$ cat config.mk
export PLATFORM = sky130hd
export DESIGN_NAME = vm_walker3
export DESIGN_NICKNAME = d
export VERILOG_FILES = /design/src/rtl/vm_walker3.sv
export SDC_FILE = /design/constraint.sdc
export NUM_CORES = 1
export LEC_CHECK = 0
export ABC_AREA = 1
export BUFFER_PORTS_ARGS = -buffer_cell sky130_fd_sc_hd__buf_4
export CAP_MARGIN = 40
export CORE_AREA = 2 2 130 132
export DETAILED_ROUTE_END_ITERATION = 16
export DIE_AREA = 0 0 132 134
export MAX_ROUTING_LAYER = met4
export PLACE_DENSITY_LB_ADDON = 0.12
export SKIP_LAST_GASP = 1
export SLEW_MARGIN = 15
export SYNTH_ARGS = -nofsm -noshare
export SYNTH_HDL_FRONTEND = slang
export SYNTH_SLANG_ARGS = --single-unit
$ cat constraint.sdc
create_clock -name clk -period 5 [get_ports clk]
set_input_delay 0.5 -clock clk [delete_from_list [all_inputs] [get_ports clk]]
set_output_delay 0.5 -clock clk [all_outputs]
set_load 0.02 [all_outputs]
$ cat src/rtl/vm_walker3.sv
module vm_walker3 #(
  parameter int XLEN  = 64,
  parameter int PPN_W = 44
) (
  input  logic                 clk,
  input  logic                 rst,
  input  logic                 req_valid,
  output logic                 req_ready,
  input  logic [XLEN-1:0]      req_vaddr,
  input  logic [XLEN-1:0]      req_ctrl,
  input  logic                 req_mmode,
  output logic                 mem_rd_en,
  output logic [PPN_W+8:0]     mem_rd_idx,
  input  logic                 mem_rd_valid,
  input  logic [XLEN-1:0]      mem_rd_data,
  output logic                 rsp_valid,
  input  logic                 rsp_ready,
  output logic [PPN_W+11:0]    rsp_paddr,
  output logic                 rsp_fault
);
  localparam int PA_W  = PPN_W + 12;
  localparam int VA_HI = 38;

  typedef enum logic [1:0] {S_IDLE, S_ISSUE, S_WAIT, S_RESP} state_t;

  state_t            state;
  logic [1:0]        lvl;
  logic [PPN_W-1:0]  base;
  logic [VA_HI:0]    va_q;
  logic [PA_W-1:0]   pa_q;
  logic              fault_q;

  logic [8:0]        vpn;
  logic [PPN_W-1:0]  ppn;
  logic              pv, pr, pw, px, leaf, bad, misal;
  logic [PA_W-1:0]   leaf_pa;
  logic              bypass;

  assign bypass = ~req_ctrl[XLEN-1] | req_mmode;

  assign vpn = (lvl == 2'd2) ? va_q[38:30] :
               (lvl == 2'd1) ? va_q[29:21] : va_q[20:12];

  assign ppn  = mem_rd_data[PPN_W+9:10];
  assign pv   = mem_rd_data[0];
  assign pr   = mem_rd_data[1];
  assign pw   = mem_rd_data[2];
  assign px   = mem_rd_data[3];
  assign leaf = pr | px;
  assign bad  = ~pv | (pw & ~pr);
  assign misal = ((lvl == 2'd2) && (ppn[17:0] != '0)) ||
                 ((lvl == 2'd1) && (ppn[8:0]  != '0));

  always_comb begin
    case (lvl)
      2'd2:    leaf_pa = {ppn[PPN_W-1:18], va_q[29:0]};
      2'd1:    leaf_pa = {ppn[PPN_W-1:9],  va_q[20:0]};
      default: leaf_pa = {ppn,             va_q[11:0]};
    endcase
  end

  always_ff @(posedge clk) begin
    if (rst) begin
      state   <= S_IDLE;
      lvl     <= 2'd0;
      base    <= '0;
      va_q    <= '0;
      pa_q    <= '0;
      fault_q <= 1'b0;
    end else begin
      case (state)
        S_IDLE: if (req_valid) begin
          va_q <= req_vaddr[VA_HI:0];
          if (bypass) begin
            pa_q    <= req_vaddr[PA_W-1:0];
            fault_q <= 1'b0;
            state   <= S_RESP;
          end else begin
            base  <= req_ctrl[PPN_W-1:0];
            lvl   <= 2'd2;
            state <= S_ISSUE;
          end
        end
        S_ISSUE: state <= S_WAIT;
        S_WAIT: if (mem_rd_valid) begin
          if (bad || (leaf && misal) || (!leaf && lvl == 2'd0)) begin
            pa_q    <= '0;
            fault_q <= 1'b1;
            state   <= S_RESP;
          end else if (leaf) begin
            pa_q    <= leaf_pa;
            fault_q <= 1'b0;
            state   <= S_RESP;
          end else begin
            base  <= ppn;
            lvl   <= lvl - 2'd1;
            state <= S_ISSUE;
          end
        end
        S_RESP: if (rsp_ready) state <= S_IDLE;
        default: state <= S_IDLE;
      endcase
    end
  end

  assign req_ready  = (state == S_IDLE);
  assign mem_rd_en  = (state == S_ISSUE);
  assign mem_rd_idx = {base, vpn};
  assign rsp_valid  = (state == S_RESP);
  assign rsp_paddr  = pa_q;
  assign rsp_fault  = fault_q;

  logic unused_bits;
  assign unused_bits = ^{mem_rd_data[XLEN-1:PPN_W+10], mem_rd_data[9:4],
                         req_ctrl[XLEN-2:PPN_W], req_vaddr[XLEN-1:PA_W]};
endmodule

==> reports/metrics.yaml <==
cts:
  path_clk_slew_ns: 0.06
  cts_resized: 0
  tritoncts: "built"
  ctsHoldBuffers: 0
  numCtsBuffers: 17
  clock-sinks: 144
  clock_latency_ns: 0.42
  root_buffer: "clkbuf_16"
  cts_setup_buffers: 0
  h-tree-depth: 4
  clock_path_buffers: 2
synth:
  synthFlopType: "dfxtp_1"
  ys_async_sr_fraction_pct: 0
  ys_ff_latch: 144
  synth_top_area_cell: "dfxtp_1"
  synthCells: 1062
  synth.avg_cell_area_um2: 6.75
  netlist_area_um2: 7170
  yosysMostFrequentCell: "nand2_1"
  ys_warn_count: 0
  synth_top_area_share_pct: 40.2
  synth.area.top_cells: "dfxtp_1 40%, nand2_1 13%, a21oi_1 9.9%"
  synth-edff-count: 0
  synth_fp_nets: 1263
  synth_cell_type_count: 29
  ys_top_cells_by_count: "245 x nand2_1, 144 x dfxtp_1, 142 x a21oi_1, 129 x nor2_1, 93 x o21ai_0"
  seq_area_frac_synth_pct: 40.2
worst_setup_path:
  start_kind: "flip-flop"
  critPathKind: "flip-flop to flip-flop"
  cp_max_fo: 64
  crit_path_end_kind: "flip-flop"
  cp_data_required_time_ns: 5.35
  cp_data_arrival_time_ns: 3.14
power:
  power_per_cell_area_nw_per_um2: 448
  power_mw: 4.36
  vdd_ir_drop_max_mv: 0.267
  p_leak_nw: 4.57
place:
  routabilityCongestion: 0.947
  dp.cells: 1479
  dp_hpwl_um: 17400
  portBuffers: 267
drt:
  drt_iter0_markers: 669
  vias_per_cell: 5.22
  drtAntennaViolNets: 0
  via_count: 7887
  firstDrtPassIters: 5
  drt-total-wl_um: 25100
  wl_per_cell_um: 16.6
  drc_errors: 0
sta:
  grt_setup_unrepaired: "false"
  hold_violations: 0
  worst_clock_skew_ns: 0.00736
  slew_headroom_pct: 45.2
  min_period_ns: 2.79
  fmax_mhz: 359
  finalCritPeriodShare_pct: 55.8
  slew_viol_final: 0
  setup_viol: 0
  final.setup.tns_ns: 0
  worst_pin_slew_ns: 0.819
  hold_slack_ns: 0.323
die:
  die_width_um: 132
  die_h_um: 134
  num_rows: 47
  start_util_pct: 44.0
  die_area_um2: 17700
  core_um2: 16300
  ioPinCount: 311
global_route:
  grt_use_met3_pct: 5.78
  grt.busiest_layer: "met2"
  grt_use_total_pct: 28.3
  grt_max_degree: 65
  grt_pass1_wl_um: 38200
  antenna_found_initial: 0
  grt.met2_usage_pct: 40.9
  grt_use_met1_pct: 39.0
  first_global_vias: 6832
  overflow: 0
run:
  timing.max_cap.violations: 0
cells_and_area:
  antenna_cells: 0
  final_cells: 1511
  drive_gt1_share_pct: 27.2
  final_util_pct: 59.7
  fin_nets: 1479
  areaGrowthSynthToFinish_pct: 35.6
outcome:
  status: "complete, no violations"
min_path:
  hp-class: "input port to flip-flop"
[sequential cells by signal, summed over array words and instances (netlist names)]
register	cells
rsp_paddr	56
rsp_fault	1
base	44
lvl	2
state	2
va_q	39
[area by class of cell]
cell class                      count  area (um2)
Fill cell                        1622        6570
Clock buffer                       20         457
Inverter                           71         269
Tap cell                          220         275
Timing Repair Buffer              278        2120
Clock inverter                     12         134
Multi-Input combinational cell    766        3580
Sequential cell                   144        2880
[logic make-up (layout without fill, tap and decap cells)]
| family | after synthesis | count (layout) | share of synthesized area [%] |
|---|---|---|---|
| AND/OR/NAND/NOR | 502 | 502 | 30.0 |
| AO/OA/AOI/OAI | 261 | 261 | 19.1 |
| buffers and inverters | 152 | 381 | 10.1 |
| flip-flops | 144 | 144 | 40.2 |
| adder cells (fa/ha/maj) | 3 | 3 | 0.524 |
[path summary, 6_finish.rpt]
kind,depth (start not counted),end,startpoint,slack [ns]
worst max-delay path,8,base[27]$_SDFFE_PP0P_,state[1]$_SDFFE_PP0P_,2.21
worst min-delay path,3,va_q[3]$_SDFFE_PP0P_,req_vaddr[3],0.32
worst max register to register,8,base[27]$_SDFFE_PP0P_,state[1]$_SDFFE_PP0P_,2.21
worst min register to register,2,base[9]$_SDFFE_PP0P_,base[9]$_SDFFE_PP0P_,0.46
[metal layers]
metal | vias up | part of all wire, %
met4 | 0 | 2.8
met5 | - | 0
li1 | 3923 | -
met1 | 3592 | 44
met2 | 327 | 45
met3 | 45 | 7.9
[metrics by stage]
step / worst slack [ns] / cell area, um2
after global routing: 1.97 / 9720
after floorplan: 2.95 / 7170
final: 2.21 / 9720
after detailed placement: 2.26 / 9130
after CTS: 2.24 / 9720
after global placement: 1.98 / 9080
[report_power, final]
part	switching (mW)	internal [mW]	total, mW
clock network	0.513	0.764	1.28
logic	1.04	0.579	1.62
registers	0.112	1.35	1.46
total	1.67	2.69	4.36
[critical path, cell delays in order, from the launching register on]
cell	delay (ns)
dfxtp_1	0.41
nand2_2	0.11
buf_4	0.34
inv_4	0.54
buf_4	0.65
nand2_1	0.26
nand2_1	0.11
nand4_1	0.10
a21oi_1	0.16
[placed cells by master (no fill, tap or decap), types with 4 or more instances in the layout]
cell type and count:
inv_2 5, a21oi_2 11, nand3_1 57, nor2_2 11, clkbuf_16 17, nand4_1 44, a21oi_1 142, nand2_2 5
buf_4 276, nand2_1 243, o21ai_0 93, inv_1 64, nor2_1 128, nor2_4 4, dfxtp_1 144, o21ai_1 11
Power figures use the tool's default switching activity.
